### src/rtl/exs_pkg.sv
package exs_pkg;
    typedef enum logic [1:0] {
        OP_NONE = 2'd0,
        OP_CALL = 2'd1,
        OP_RET  = 2'd2,
        OP_IRQ  = 2'd3
    } exs_op_e;

    typedef enum logic {
        ST_RUN    = 1'b0,
        ST_SETTLE = 1'b1
    } exs_settle_e;
endpackage

### src/rtl/exs_store.sv
module exs_store #(
    parameter int DEPTH  = 16,
    parameter int ADDR_W = 16,
    localparam int PTR_W = $clog2(DEPTH)
) (
    input  logic              clk,
    input  logic              rst_n,
    input  logic              we,
    input  logic [PTR_W-1:0]  waddr,
    input  logic [ADDR_W-1:0] wdata,
    input  logic [PTR_W-1:0]  raddr_a,
    input  logic [PTR_W-1:0]  raddr_b,
    output logic [ADDR_W-1:0] rdata_a,
    output logic [ADDR_W-1:0] rdata_b,
    output logic [ADDR_W-1:0] rdata_vec
);
    logic [ADDR_W-1:0] slot_q [DEPTH];

    for (genvar g = 0; g < DEPTH; g++) begin : g_slot
        always_ff @(posedge clk) begin
            if (!rst_n) begin
                slot_q[g] <= '0;
            end else if (we && waddr == PTR_W'(g)) begin
                slot_q[g] <= wdata;
            end
        end
    end

    assign rdata_a   = slot_q[raddr_a];
    assign rdata_b   = slot_q[raddr_b];
    assign rdata_vec = slot_q[0];
endmodule

### src/rtl/exs_settle.sv
module exs_settle
    import exs_pkg::*;
#(
    parameter int SETTLE_CYC = 5,
    localparam int CNT_W = $clog2(SETTLE_CYC + 1)
) (
    input  logic clk,
    input  logic rst_n,
    input  logic touch,
    output logic settled
);
    exs_settle_e st_q, st_d;
    logic [CNT_W-1:0] cnt_q, cnt_d;

    always_comb begin
        st_d  = st_q;
        cnt_d = cnt_q;
        unique case (st_q)
            ST_RUN: begin
                if (touch) begin
                    st_d  = ST_SETTLE;
                    cnt_d = CNT_W'(SETTLE_CYC - 1);
                end
            end
            ST_SETTLE: begin
                if (touch) begin
                    cnt_d = CNT_W'(SETTLE_CYC - 1);
                end else if (cnt_q == '0) begin
                    st_d = ST_RUN;
                end else begin
                    cnt_d = cnt_q - CNT_W'(1);
                end
            end
            default: st_d = ST_RUN;
        endcase
    end

    always_ff @(posedge clk) begin
        if (!rst_n) begin
            st_q  <= ST_RUN;
            cnt_q <= '0;
        end else begin
            st_q  <= st_d;
            cnt_q <= cnt_d;
        end
    end

    always_comb begin
        settled = (st_q == ST_RUN);
    end


    touch_unsettles_chk: assert property (@(posedge clk) disable iff (!rst_n)
        touch |=> !settled);
endmodule

### src/rtl/exs_ptr_ctrl.sv
module exs_ptr_ctrl
    import exs_pkg::*;
#(
    parameter int DEPTH = 16,
    localparam int PTR_W = $clog2(DEPTH)
) (
    input  logic             clk,
    input  logic             rst_n,
    input  logic             call_req,
    input  logic             ret_req,
    input  logic             irq_req,
    input  logic             sw_wr_ptr,
    input  logic             sw_wr_slot,
    input  logic [PTR_W-1:0] sw_ptr_val,
    input  logic             flag_clr,
    input  logic             ie_set,
    output exs_op_e          op,
    output logic [PTR_W-1:0] ptr,
    output logic [PTR_W-1:0] ptr_next_slot,
    output logic             flag,
    output logic             ie
);
    localparam logic [PTR_W-1:0] ONE       = PTR_W'(1);
    localparam logic [PTR_W-1:0] FULL_MARK = PTR_W'(DEPTH - 2);

    logic [PTR_W-1:0] ptr_q, ptr_d;
    logic             flag_q, flag_d, ie_q, ie_d, flag_set;

    always_comb begin
        if (sw_wr_ptr || sw_wr_slot) op = OP_NONE;
        else if (irq_req)            op = OP_IRQ;
        else if (call_req)           op = OP_CALL;
        else if (ret_req)            op = OP_RET;
        else                         op = OP_NONE;
    end

    assign ptr_next_slot = ptr_q + ONE;

    always_comb begin
        ptr_d    = ptr_q;
        flag_set = 1'b0;
        unique case (op)
            OP_CALL: begin
                ptr_d    = ptr_next_slot;
                flag_set = (ptr_next_slot == FULL_MARK);
            end
            OP_IRQ: begin
                ptr_d = ptr_next_slot;
            end
            OP_RET: begin
                if (ptr_q == '0) flag_set = 1'b1;
                else             ptr_d    = ptr_q - ONE;
            end
            default: ;
        endcase
        if (sw_wr_ptr) ptr_d = sw_ptr_val;
    end

    always_comb begin
        flag_d = flag_set | (flag_q & ~flag_clr);
        if (op == OP_IRQ) ie_d = 1'b0;
        else if (ie_set)  ie_d = 1'b1;
        else              ie_d = ie_q;
    end

    always_ff @(posedge clk) begin
        if (!rst_n) begin
            ptr_q  <= '0;
            flag_q <= 1'b0;
            ie_q   <= 1'b0;
        end else begin
            ptr_q  <= ptr_d;
            flag_q <= flag_d;
            ie_q   <= ie_d;
        end
    end

    assign ptr  = ptr_q;
    assign flag = flag_q;
    assign ie   = ie_q;


    call_advance_chk: assert property (@(posedge clk) disable iff (!rst_n)
        (call_req && !irq_req && !sw_wr_ptr && !sw_wr_slot) |=> ptr == $past(ptr) + ONE);

    irq_clears_ie_chk: assert property (@(posedge clk) disable iff (!rst_n)
        (irq_req && !sw_wr_ptr && !sw_wr_slot) |=> !ie);

    sw_ptr_wins_chk: assert property (@(posedge clk) disable iff (!rst_n)
        sw_wr_ptr |=> ptr == $past(sw_ptr_val));
endmodule

### src/rtl/exit_stack.sv
module exit_stack
    import exs_pkg::*;
#(
    parameter int DEPTH      = 16,
    parameter int ADDR_W     = 16,
    parameter int SETTLE_CYC = 5,
    localparam int PTR_W     = $clog2(DEPTH)
) (
    input  logic              clk,
    input  logic              rst_n,
    input  logic              call_i,
    input  logic              ret_i,
    input  logic              irq_i,
    input  logic [ADDR_W-1:0] pc_i,
    input  logic              sw_wr_ptr_i,
    input  logic              sw_wr_slot_i,
    input  logic [PTR_W-1:0]  sw_idx_i,
    input  logic [ADDR_W-1:0] sw_data_i,
    input  logic              sw_ie_set_i,
    input  logic              sw_flag_clr_i,
    output logic [ADDR_W-1:0] target_o,
    output logic              target_vld_o,
    output logic              bnd_irq_o,
    output logic              ie_o,
    output logic [PTR_W-1:0]  ptr_o,
    output logic [ADDR_W-1:0] slot_data_o,
    output logic              settled_o
);
    exs_op_e           op;
    logic [PTR_W-1:0]  ptr, next_slot, waddr;
    logic [ADDR_W-1:0] top_data, vec_data, wdata, tgt_d, tgt_q;
    logic              we, push, vld_d, vld_q, flag, ie;

    exs_ptr_ctrl #(.DEPTH(DEPTH)) u_ptr (
        .clk(clk), .rst_n(rst_n),
        .call_req(call_i), .ret_req(ret_i), .irq_req(irq_i),
        .sw_wr_ptr(sw_wr_ptr_i), .sw_wr_slot(sw_wr_slot_i),
        .sw_ptr_val(sw_idx_i), .flag_clr(sw_flag_clr_i), .ie_set(sw_ie_set_i),
        .op(op), .ptr(ptr), .ptr_next_slot(next_slot), .flag(flag), .ie(ie)
    );

    assign push  = (op == OP_CALL) || (op == OP_IRQ);
    assign we    = sw_wr_slot_i || push;
    assign waddr = sw_wr_slot_i ? sw_idx_i : next_slot;
    assign wdata = sw_wr_slot_i ? sw_data_i : pc_i;

    exs_store #(.DEPTH(DEPTH), .ADDR_W(ADDR_W)) u_store (
        .clk(clk), .rst_n(rst_n),
        .we(we), .waddr(waddr), .wdata(wdata),
        .raddr_a(ptr), .raddr_b(sw_idx_i),
        .rdata_a(top_data), .rdata_b(slot_data_o), .rdata_vec(vec_data)
    );

    exs_settle #(.SETTLE_CYC(SETTLE_CYC)) u_settle (
        .clk(clk), .rst_n(rst_n),
        .touch(sw_wr_ptr_i || sw_wr_slot_i),
        .settled(settled_o)
    );

    always_comb begin
        tgt_d = top_data;
        vld_d = 1'b0;
        unique case (op)
            OP_IRQ: begin
                tgt_d = vec_data;
                vld_d = 1'b1;
            end
            OP_RET: begin
                tgt_d = (ptr == '0) ? vec_data : top_data;
                vld_d = 1'b1;
            end
            default: ;
        endcase
    end

    always_ff @(posedge clk) begin
        if (!rst_n) begin
            tgt_q <= '0;
            vld_q <= 1'b0;
        end else begin
            tgt_q <= tgt_d;
            vld_q <= vld_d;
        end
    end

    assign target_o     = tgt_q;
    assign target_vld_o = vld_q;
    assign bnd_irq_o    = flag;
    assign ie_o         = ie;
    assign ptr_o        = ptr;


    target_has_cause_chk: assert property (@(posedge clk) disable iff (!rst_n)
        $rose(target_vld_o) |-> $past(ret_i || irq_i));

    empty_return_trap_chk: assert property (@(posedge clk) disable iff (!rst_n)
        (ret_i && !call_i && !irq_i && !sw_wr_ptr_i && !sw_wr_slot_i && ptr_o == '0)
        |=> (bnd_irq_o && ptr_o == '0 && target_vld_o));

    sw_blocks_target_chk: assert property (@(posedge clk) disable iff (!rst_n)
        (sw_wr_slot_i || sw_wr_ptr_i) |=> !target_vld_o);
endmodule

### config.mk
export PLATFORM = sky130hd
export DESIGN_NAME = exit_stack
export DESIGN_NICKNAME = d
export VERILOG_FILES = /design/src/rtl/exs_pkg.sv /design/src/rtl/exs_store.sv /design/src/rtl/exs_settle.sv /design/src/rtl/exs_ptr_ctrl.sv /design/src/rtl/exit_stack.sv
export SDC_FILE = /design/constraint.sdc
export NUM_CORES = 1
export LEC_CHECK = 0
export BUFFER_PORTS_ARGS = -buffer_cell sky130_fd_sc_hd__clkbuf_2
export CAP_MARGIN = 0
export CORE_ASPECT_RATIO = 1.2
export CORE_MARGIN = 1.5
export CORE_UTILIZATION = 40
export DETAILED_ROUTE_END_ITERATION = 6
export PLACE_DENSITY = 0.6
export SLEW_MARGIN = 20
export SYNTH_ARGS = -nofsm -noshare
export SYNTH_HDL_FRONTEND = slang
export SYNTH_HIERARCHICAL = 1
export SYNTH_SLANG_ARGS = --single-unit
export TNS_END_PERCENT = 10
### constraint.sdc
create_clock -name clk -period 4.71 [get_ports clk]
set_clock_uncertainty 0.1 [all_clocks]
set_input_delay 0.2355 -clock clk [delete_from_list [all_inputs] [get_ports clk]]
set_output_delay 0.2355 -clock clk [all_outputs]
set_load 0.02 [all_outputs]
### Word-level counts from Yosys, hierarchy flattened

Memory sizes are Yosys's and may differ from the RTL's. A register that Yosys moved wholly into a read port is not among the register bits.
Cells that the tools add are included.

* $add $sub $neg: 3
* eq/ne operators: 22
* multiplexer cells: 89
* bitwise gates (word level): 21
* reductions and logical operators: 28

Operator list (number)
* 2-to-1 mux 16 bit: 18
* 2-to-1 mux 1 bit: 54
* equality test 4 bit, second input constant: 9
* case mux 16 bit (2 select lines): 1
* 2-to-1 mux 4 bit: 5
* OR 1 bit: 17
* equality test 4 x 3 -> 1 bit, second input constant: 4
* logical AND 1 bit: 16
* 2-to-1 mux 3 bit: 3
* equality test 4 x 2 -> 1 bit, second input constant: 2
* zero test 4 bit: 2
* 2-to-1 mux 2 bit: 4
* case mux 4 bit (2 select lines): 1
* case mux 3 bit (2 select lines): 1
* OR reduction 2 bit: 3
* adder 4 x 1 -> 4 bit, second input constant: 1
* equality test 2 bit, second input constant: 2
* equality test 4 x 1 -> 1 bit, second input constant: 1
* case mux 1 bit (2 select lines): 2
* AND reduction 2 bit: 2
* subtractor 4 x 1 -> 4 bit, second input constant: 1
* zero test 3 bit: 1
* logical OR 1 bit: 3
* inequality test 3 x 2 -> 1 bit, second input constant: 1
* 7 further kinds: 9

* register bits: 27
* RAM bits: 256
* input bits: 45
* output and inout port bits: 40
* memories kept: 1

Memory list
* u_store.slot_q: depth 16, bits a word 16, read ports 3, clocked after Yosys merged registers in 1, write ports 16, RTL line exs_store.sv:17 `logic [ADDR_W-1:0] slot_q [DEPTH];`

### Longest topological paths before layout

Gate-level depths: netlist of run 1.

* word-level depth: 12
* depth in mapped cells: 9
* depth with buffers taken out: 8

### Hierarchy

The synthesis of run 1 kept the hierarchy.

By module, submodules not included
* exs_store: times used 1, cells each 865, area an instance 13626.8 um2, sequential area each 7687.4 um2
* exit_stack: times used 1, cells each 140, area an instance 1288.7 um2, sequential area each 340.3 um2
* exs_ptr_ctrl: times used 1, cells each 61, area an instance 529.3 um2, sequential area each 120.1 um2
* exs_settle: times used 1, cells each 23, area an instance 217.7 um2, sequential area each 80.1 um2

### Worst setup path after synthesis of run 1

No wires, ideal clock.

* path kind: reg-to-reg
* start point: reg u_ptr.ptr_q[2], in the netlist u_ptr/ptr[2]
* end point: mem u_store.slot_q[2][0], enable pin
* setup time: 0.411 ns
* data arrival time: 3.060 ns
* data required time: 4.199 ns
* path slack: 1.138 ns
* cell stages (with the launch flop): 6
* period minus slack after synthesis: 3.572 ns
* cells stage by stage: dfxtp_1 > nand3_1 > xnor2_1 > mux2_2 > or3b_2 > o21ai_0

RTL lines
* from (decl): RTL line exs_ptr_ctrl.sv:26 `logic [PTR_W-1:0] ptr_q, ptr_d;`
* from (signal assigned): RTL line exs_ptr_ctrl.sv:72 `ptr_q <= ptr_d;`
* to (decl): RTL line exs_store.sv:17

==> results.sh, run 1 <==
export IMPL_status="finished, final reports clean"
export IMPL_internal_power_mw=4.53
export IMPL_finalHoldViolCount=0
export IMPL_leakagePower_nw=6.54
export IMPL_power_frac_clock_pct=36.7
export IMPL_max_slew_margin_pct=27.5
export IMPL_antenna_found_initial=0
export IMPL_synth_edf_count=256
export IMPL_grt_max_degree=93
export IMPL_rsz0062_at_grt="no"
export IMPL_grt_pass1_vias=9773
export IMPL_power_switching_mw=1.58
export IMPL_period_needed_ns=3.10
export IMPL_wl_per_cell_um=24.5
export IMPL_core_mm2=0.0386
export IMPL_post_cts_resized=0
export IMPL_fillers=3457
export IMPL_placed_cell_area_mm2=0.0166
export IMPL_cts_num_sinks=283
export IMPL_crit_family="simple AND/OR/NAND/NOR gates"
export IMPL_worstSetupStartpointType="flop"
export IMPL_drv_cap=0
export IMPL_port_buffers=84
export IMPL_routed_via_density=5.78
export IMPL_crit_chain="inv_1, ha_1, mux2_2, nand2b_1, nor2_1, and2_1"
export IMPL_synth_warning_count=6
export IMPL_ys_flop_type="edfxtp_1"
export IMPL_yosysTopAreaCellShare_pct=49.1
export IMPL_syn_cell_area_mm2=0.0157
export IMPL_syn_to_final_growth_pct=11.8
export IMPL_design_die_area_mm2=0.0404
export IMPL_num_antenna_cells=0
export IMPL_syn_instance_count=1089
export IMPL_setup_tns_ns=0
export IMPL_swShare_pct=25.9
export IMPL_antenna_left=0
export IMPL_dpl_hpwl_mm=27.3
export IMPL_place_gp_congestion=0.826
export IMPL_worst_slew_pin_slew_ns=1.09
export IMPL_final_nets=1205
export IMPL_power_mw=6.11
export IMPL_comb_power_share_pct=14.6
export IMPL_dieHeight_um=220
export IMPL_grt_ovfl_total=0
export IMPL_cp_slowest_stage_delay_ns=0.79
export IMPL_crit_arrival_ns=3.44
export IMPL_crit_required_ns=5.04
export IMPL_placementRows=79
export IMPL_synth_nets=1143
export IMPL_synth_seq_cells=283
export IMPL_drive_gt1_share_pct=24.4
export IMPL_pin_count=85
export IMPL_cts_tree="done"
export IMPL_worst_path_buf_inv=1
export IMPL_ctsHoldBuffers=4
export IMPL_finalMaxSlewViolations=0
export IMPL_hold_class="input port to flop"
export IMPL_drt_total_wl_mm=41.6
export IMPL_critical_path_class="flop to flop"
export IMPL_p_per_area_mw_per_mm2=349
export IMPL_h_tree_depth=1
export IMPL_dieWidth_um=184
export IMPL_synthArstFlopShare_pct=0
export IMPL_synth_top_area_cell="edfxtp_1"
export IMPL_grt_usage_pct=21.0
export IMPL_cts_buffer_depth=3
export IMPL_vias=9802
export IMPL_synthTopCellsByArea="edfxtp_1 49%, mux4_2 12%, and2_1 10%"
export IMPL_cts_root_buf="clkbuf_16"
export IMPL_drc_errors=0
export IMPL_period_share_pct=65.9
export IMPL_cts_setup_buffers=0
export IMPL_max_freq_ghz=0.322
export IMPL_final_util_pct=45.3
export IMPL_ir_worst_vdd_mv=0.262
export IMPL_cpMaxStageDelayCell="nor2_1"
export IMPL_cts_buffers=29
export IMPL_drtIter0Drc=850
export IMPL_final_cell_area_mm2=0.0175
export IMPL_start_util_pct=40.5
export IMPL_pre_cts_ws_ns=1.40
export IMPL_postSynthAreaPerCell_um2=14.4
export IMPL_critPathCaptureType="flop"
export IMPL_grt_pass1_wl_mm=62.5
export IMPL_setup_viol=0
export IMPL_seq_area_frac_synth_pct=52.5
export IMPL_setup_slack_ns=1.61
export IMPL_power_frac_seq_pct=48.7
export IMPL_crit_fanout=36
export IMPL_clk_pin_slew_worst_paths_ns=0.06
export IMPL_firstDrtPassIters=5
export IMPL_worstSkewPairLatency_ns=0.56
export IMPL_synth_cell_types=55
## worst paths after layout
kind	start	endpoint	slack [ns]	cells after the start
worst max register to register	u_ptr/ptr[1]	u_store/slot_q[4][9]	1.61	6
worst min-delay path	sw_idx_i[3]	u_ptr/ptr[3]	0.05	3
worst max-delay path	u_ptr/ptr[1]	u_store/slot_q[4][9]	1.61	6
worst min register to register	u_ptr/ie	u_ptr/ie	0.40	2
## cell usage in the layout (no fill, tap or decap), drive strengths merged, types with 19 or more instances in the layout
cell / count
a22oi: 64
clkbuf: 113
nand2: 37
buf: 41
mux2: 20
nand3b: 19
nor2: 23
edfxtp: 256
mux4: 128
and2: 261
dfxtp: 27
o21ai: 23
## per-layer routing
layer	track usage, %	up-vias	routed length (µm)
met2	37.5	324	21400
li1	-	4382	-
met5	0	-	0
met4	5.71	0	908
met3	2.46	56	2340
met1	26.9	5040	17000
## logic make-up (layout without fill, tap and decap cells)
family,Yosys count,after routing,share of synthesized area (%)
flops,283,283,52.5
fa+ha+maj,9,9,0.719
buf+inv,106,187,3.54
mux,150,150,21.1
simple gates,406,406,16.1
xor+xnor,3,3,0.168
compound gates,132,132,5.87
## layout make-up
| type | instances | area [µm²] | share of cell area, % |
|---|---|---|---|
| inverter | 10 | 37.5 | 0.214 |
| tap | 526 | 658 | 3.76 |
| clock buffer | 31 | 733 | 4.19 |
| sequential | 283 | 8240 | 47.1 |
| multi-input combinational | 700 | 6900 | 39.4 |
| timing repair buffer | 127 | 768 | 4.39 |
| clock inverter | 19 | 166 | 0.951 |
## power by group through the flow
stage / sequential [mW] / clock (mW) / combinational [mW]
floorplan: 3.02 / 0 / 0.598
global placement: 3.02 / 0 / 0.886
detailed placement: 3.03 / 0 / 0.894
CTS: 2.97 / 2.29 / 0.899
global route: 2.99 / 2.37 / 0.956
finish: 2.97 / 2.24 / 0.893
## through the flow
stage	hold WS, ns	cells
floorplan	0.252	1089
detailed placement	0.393	1642
finish	0.0529	1696
global placement	0.388	1642
CTS	0.0160	1696
global route	0.103	1696
## registers in the layout, summed over array words and instances, names as in the netlist
| name | count |
|---|---|
| u_settle/st_q | 1 |
| u_ptr/ptr | 4 |
| target_vld_o | 1 |
| u_settle/cnt_q | 3 |
| u_ptr/ie | 1 |
| u_store/slot_q | 256 |
| target_o | 16 |
| u_ptr/flag | 1 |
## cells in the mapped netlist, drive strengths merged (2+ instances only)
cell type	count
mux2i	2
xor2	2
a22oi	64
nor4b	2
a31oi	18
mux4	128
nand2b	4
nand4	18
and3b	16
buf	40
edfxtp	256
mux2	20
nand3	5
o21ai	23
nor2	23
o211ai	17
ha	9
nor4	2
nand2	37
dfxtp	27
nand3b	19
a21oi	2
and2	261
inv	10
nor3b	3
or2	4
nor2b	6
clkbuf	56
a311oi	3
nand4b	2
## tightest hold or removal path: cells and delay by family
family / cells / cell delay [ns]
AO/OA/AOI/OAI: 2 / 0.29
buffers and inverters: 1 / 0.13
(Power assumes the default switching activity.)
==> inputs of run 2 (changes only) <==
Settings changed: PLACE_DENSITY 0.6 to 0.62.
Clock period 4.71 ns to 2.7 ns, I/O delays scaled along.
==> run 2 against run 1 <==
Compared with the run above:
- fmax grew 19%
- sequential cell count is the same
- critical path type unchanged
- combinational power grew 91%
- final cell count grew 1.8%
- utilization grew 1.2 points
- design area grew 2.6%
- die area is the same
- register-to-register slack lost 1.5 ns
- global-route usage grew 0.23 points
==> results.sh, run 2 (same netlist as run 1, synthesis figures left out) <==
export IMPL_status="finished, final reports clean"
export IMPL_setup_tns_ns=0
export IMPL_drtIter0Drc=898
export IMPL_comb_power_share_pct=15.5
export IMPL_swShare_pct=25.8
export IMPL_grt_usage_pct=21.2
export IMPL_cts_buffers=29
export IMPL_period_needed_ns=2.60
export IMPL_wl_per_cell_um=24.5
export IMPL_internal_power_mw=8.17
export IMPL_syn_to_final_growth_pct=14.6
export IMPL_power_mw=11.0
export IMPL_start_util_pct=40.5
export IMPL_place_gp_congestion=0.829
export IMPL_grt_pass1_vias=10200
export IMPL_power_frac_clock_pct=37.8
export IMPL_drive_gt1_share_pct=26.6
export IMPL_drc_errors=0
export IMPL_crit_chain="buf_12, mux4_1, a22oi_1, nand2_1, and3b_1, a31oi_1, o211ai_1"
export IMPL_finalHoldViolCount=0
export IMPL_setup_viol=0
export IMPL_final_nets=1232
export IMPL_crit_fanout=33
export IMPL_critical_path_class="flop to flop"
export IMPL_top_register="u_store/slot_q"
export IMPL_leakagePower_nw=6.76
export IMPL_cts_num_sinks=283
export IMPL_largest_reg_flops=256
export IMPL_design_die_area_mm2=0.0404
export IMPL_final_util_pct=46.5
export IMPL_final_cell_count_no_fill=1727
export IMPL_cp_slowest_stage_delay_ns=0.64
export IMPL_hold_class="input port to flop"
export IMPL_finalMaxSlewViolations=0
export IMPL_worst_slew_pin_slew_ns=0.890
export IMPL_port_buffers=84
export IMPL_final_common_cell="and2_1"
export IMPL_antenna_found_initial=0
export IMPL_ir_worst_vdd_mv=0.463
export IMPL_worstSkewPairLatency_ns=0.57
export IMPL_dieWidth_um=184
export IMPL_routed_via_density=5.80
export IMPL_cts_buffer_depth=3
export IMPL_antenna_left=0
export IMPL_max_freq_ghz=0.384
export IMPL_crit_arrival_ns=2.94
export IMPL_cpMaxStageDelayCell="mux4_1"
export IMPL_grt_ovfl_total=0
export IMPL_rsz0062_at_grt="no"
export IMPL_core_mm2=0.0386
export IMPL_fillers=3352
export IMPL_cts_setup_buffers=0
export IMPL_grt_pass1_wl_mm=63.2
export IMPL_dieHeight_um=220
export IMPL_cts_root_buf="clkbuf_16"
export IMPL_vias=10000
export IMPL_placedCellCount=1667
export IMPL_h_tree_depth=1
export IMPL_power_frac_seq_pct=46.8
export IMPL_worstSetupStartpointType="flop"
export IMPL_period_share_pct=96.4
export IMPL_cts_tree="done"
export IMPL_max_slew_margin_pct=40.7
export IMPL_final_cell_mix="260 x and2_1, 256 x edfxtp_1, 81 x clkbuf_2, 81 x mux4_2, 64 x a22oi_1"
export IMPL_grt_max_degree=81
export IMPL_drv_cap=0
export IMPL_num_antenna_cells=0
export IMPL_p_per_area_mw_per_mm2=614
export IMPL_crit_required_ns=3.04
export IMPL_pin_count=85
export IMPL_critPathCaptureType="flop"
export IMPL_drt_total_wl_mm=42.4
export IMPL_firstDrtPassIters=7
export IMPL_whs_ns=0.0511
export IMPL_power_switching_mw=2.84
export IMPL_dpl_hpwl_mm=28.0
export IMPL_clk_pin_slew_worst_paths_ns=0.06
export IMPL_placementRows=79
-- run 2: cell types whose count changed in the layout (fill, tap and decap cells not counted), sizes merged --
cell         change
inv              -1
clkinvlp         +1
buf             +26
clkinv           +1
dlygate4sd3      +2
bufinv           +2
-- run 2: per-stage QoR --
stage,instance area (µm²),setup WS [ns]
floorplan,15700,-0.223
global placement,16900,0.0929
detailed placement,16900,0.0588
CTS,17900,0.0342
global route,18000,0.0199
finish,18000,0.0959
-- run 2: metal layers --
| metal | global-route usage, % | wire length, µm |
|---|---|---|
| met5 | 0 | 0 |
| met4 | 6.86 | 1180 |
| met3 | 1.92 | 2480 |
| met2 | 38.2 | 21700 |
| met1 | 26.9 | 17000 |
-- run 2: layout make-up --
cell class,count,area [µm²],share of cell area [%]
inverters,10,37.5,0.209
well taps,526,658,3.67
multi-input cells,700,6920,38.6
clock inverters,22,236,1.32
flip-flops and latches,283,8240,45.9
clock buffers,32,737,4.10
repair buffers,154,1130,6.27
-- run 2: worst paths after layout --
check | depth (start not counted) | endpoint | slack, ns | start
setup / recovery | 7 | target_o[2] | 0.1 | u_ptr/ptr[0]
hold / removal | 5 | u_ptr/ptr[3] | 0.05 | call_i
setup reg to reg | 7 | target_o[2] | 0.1 | u_ptr/ptr[0]
hold reg to reg | 2 | u_ptr/ie | 0.40 | u_ptr/ie
-- run 2: power groups by stage --
stage               Sequential (mW)  Clock, mW  Combinational, mW
detailed placement             5.24          0               1.70
floorplan                      5.27          0               1.06
finish                         5.15       4.16               1.71
CTS                            5.15       4.23               1.71
global route                   5.18       4.38               1.81
global placement               5.23          0               1.68
-- run 2: worst max-delay path: cells and delay by family (launching register included) --
| kind | cells | cell delay [ns] |
|---|---|---|
| AOI/OAI and AO/OA | 3 | 0.68 |
| muxes | 1 | 0.64 |
| DFF | 1 | 0.41 |
| buffers and inverters | 1 | 0.27 |
| and+or+nand+nor | 2 | 0.35 |
-- run 2: what timing repair did --
item	in CTS	in global routing
hold endpoints to repair	9	0
resized for setup	0	2
hold buffers	6	0
endpoints found under the setup margin	0	32
==> inputs of run 3 (changes only) <==
Settings changed: CELL_PAD_IN_SITES_DETAIL_PLACEMENT set to 0, CELL_PAD_IN_SITES_GLOBAL_PLACEMENT set to 2, PLACE_DENSITY 0.62 to 0.8.
==> run 3 against run 2 <==
Compared with the run above:
- sequential cell count is the same
- routed wire length grew 4.5%
- sequential share of layout area shrank 0.33 points
- utilization grew 0.32 points
- critical endpoint is now target_o[4]
- largest cell class unchanged
==> results.sh, run 3 (same netlist as run 1, synthesis figures left out) <==
export IMPL_status="finished, final reports clean"
export IMPL_fillers=3373
export IMPL_drtIter0Drc=820
export IMPL_critPathCaptureType="flop"
export IMPL_design_die_area_mm2=0.0404
export IMPL_crit_fanout=65
export IMPL_port_buffers=84
export IMPL_worstSetupStartpointType="flop"
export IMPL_core_mm2=0.0386
export IMPL_cts_tree="done"
export IMPL_cp_startpoint="u_ptr/ptr[0]"
export IMPL_dpl_hpwl_mm=28.6
export IMPL_grt_usage_pct=22.2
export IMPL_grt_max_degree=82
export IMPL_p_per_area_mw_per_mm2=591
export IMPL_rsz0062_at_grt="yes"
export IMPL_reg2reg_from="u_ptr/ptr[0]"
export IMPL_drc_errors=0
export IMPL_dieWidth_um=184
export IMPL_cts_root_buf="clkbuf_16"
export IMPL_cts_buffer_depth=3
export IMPL_cts_buffers=29
export IMPL_start_util_pct=40.5
export IMPL_crit_arrival_ns=2.96
export IMPL_placementRows=79
export IMPL_min_from="sw_idx_i[1]"
export IMPL_critical_path_class="flop to flop"
export IMPL_worstSkewPairLatency_ns=0.57
export IMPL_final_nets=1239
export IMPL_ir_worst_vdd_mv=0.473
export IMPL_drv_cap=0
export IMPL_placedCellCount=1665
export IMPL_period_needed_ns=2.64
export IMPL_worst_slew_pin_slew_ns=1.13
export IMPL_leakagePower_nw=6.78
export IMPL_drt_total_wl_mm=44.3
export IMPL_h_tree_depth=1
export IMPL_antenna_left=0
export IMPL_finalMaxSlewViolations=0
export IMPL_max_slew_margin_pct=25.0
export IMPL_placed_cell_area_mm2=0.0170
export IMPL_antenna_found_initial=1
export IMPL_largest_reg_flops=256
export IMPL_routed_via_density=5.79
export IMPL_dieHeight_um=220
export IMPL_whs_path_depth=4
export IMPL_final_common_cell="and2_1"
export IMPL_setup_viol=0
export IMPL_final_cell_count_no_fill=1733
export IMPL_top_register="u_store/slot_q"
export IMPL_drive_gt1_share_pct=27.4
export IMPL_grt_pass1_vias=10100
export IMPL_finalHoldViolCount=0
export IMPL_vias=10000
export IMPL_grt_pass1_wl_mm=65.3
export IMPL_place_gp_congestion=0.843
export IMPL_crit_required_ns=3.02
export IMPL_cts_num_sinks=283
export IMPL_period_share_pct=97.7
export IMPL_wl_per_cell_um=25.6
export IMPL_clk_pin_slew_worst_paths_ns=0.06
export IMPL_final_cell_mix="260 x and2_1, 256 x edfxtp_1, 81 x clkbuf_2, 81 x mux4_2, 56 x a22oi_1"
export IMPL_syn_to_final_growth_pct=15.4
export IMPL_pin_count=85
export IMPL_r2r_worst_path_cells=7
export IMPL_hold_class="input port to flop"
export IMPL_final_cell_area_mm2=0.0181
export IMPL_max_freq_ghz=0.379
export IMPL_firstDrtPassIters=5
export IMPL_grt_ovfl_total=0
[run 3: final cells by class]
type | count | area [µm²] | share of cell area [%]
multi-input cells | 700 | 6990 | 38.6
inverters | 10 | 37.5 | 0.208
repair buffers | 161 | 1300 | 7.19
well taps | 526 | 658 | 3.64
clock buffers | 33 | 741 | 4.10
clock inverters | 19 | 121 | 0.671
flip-flops and latches | 283 | 8230 | 45.5
diodes | 1 | 2.50 | 0.0138
[run 3: per-stage QoR]
stage	hold slack (ns)	setup TNS, ns	util [%]	setup WS, ns	power (mW)
3_3_place_gp	0.304	-6.65	43.9	-0.234	6.97
4_1_cts	0.111	0	46.6	0.0205	10.8
5_1_grt	0.116	-0.403	46.8	-0.0389	11.0
6_report	0.109	0	46.8	0.0631	10.7
2_1_floorplan	0.151	-28.34	-	-0.223	6.32
3_5_place_dp	0.316	-0.370	44.0	-0.0396	6.99
[run 3: worst paths after layout]
check,slack [ns],end
hold reg to reg,0.47,u_settle/cnt_q[1]
setup / recovery,0.06,target_o[4]
setup reg to reg,0.06,target_o[4]
hold / removal,0.11,u_ptr/ptr[1]
[run 3: power breakdown]
part           internal [mW]  switching [mW]  leakage, nW
sequential              5.03           0.142         2.90
combinational          0.743            1.02         3.45
clock                   2.05            1.69        0.426
total                   7.83            2.85         6.78
[run 3: repair_timing]
action	4_1_cts	5_1_grt
setup endpoints to repair	18	45
hold buffers	15	0
buffers inserted	0	0
pin swaps	0	2
resized for setup	3	11
hold endpoints to repair	9	0
[run 3: worst max-delay path, stage by stage, from the launching register on]
cell      delay [ns]
dfxtp_4         0.40
buf_16          0.35
mux4_1          0.65
a22oi_2         0.28
nand2_1         0.14
and3b_1         0.19
a31oi_1         0.13
o211ai_1        0.10
[run 3: per-layer routing]
layer  wire length, µm  up-vias  GRT usage [%]
met4               855        0           5.87
met5                 0        -              0
met2             22100      338           38.2
li1                  -     4449              -
met1             18800     5184           29.9
met3              2510       57           2.69
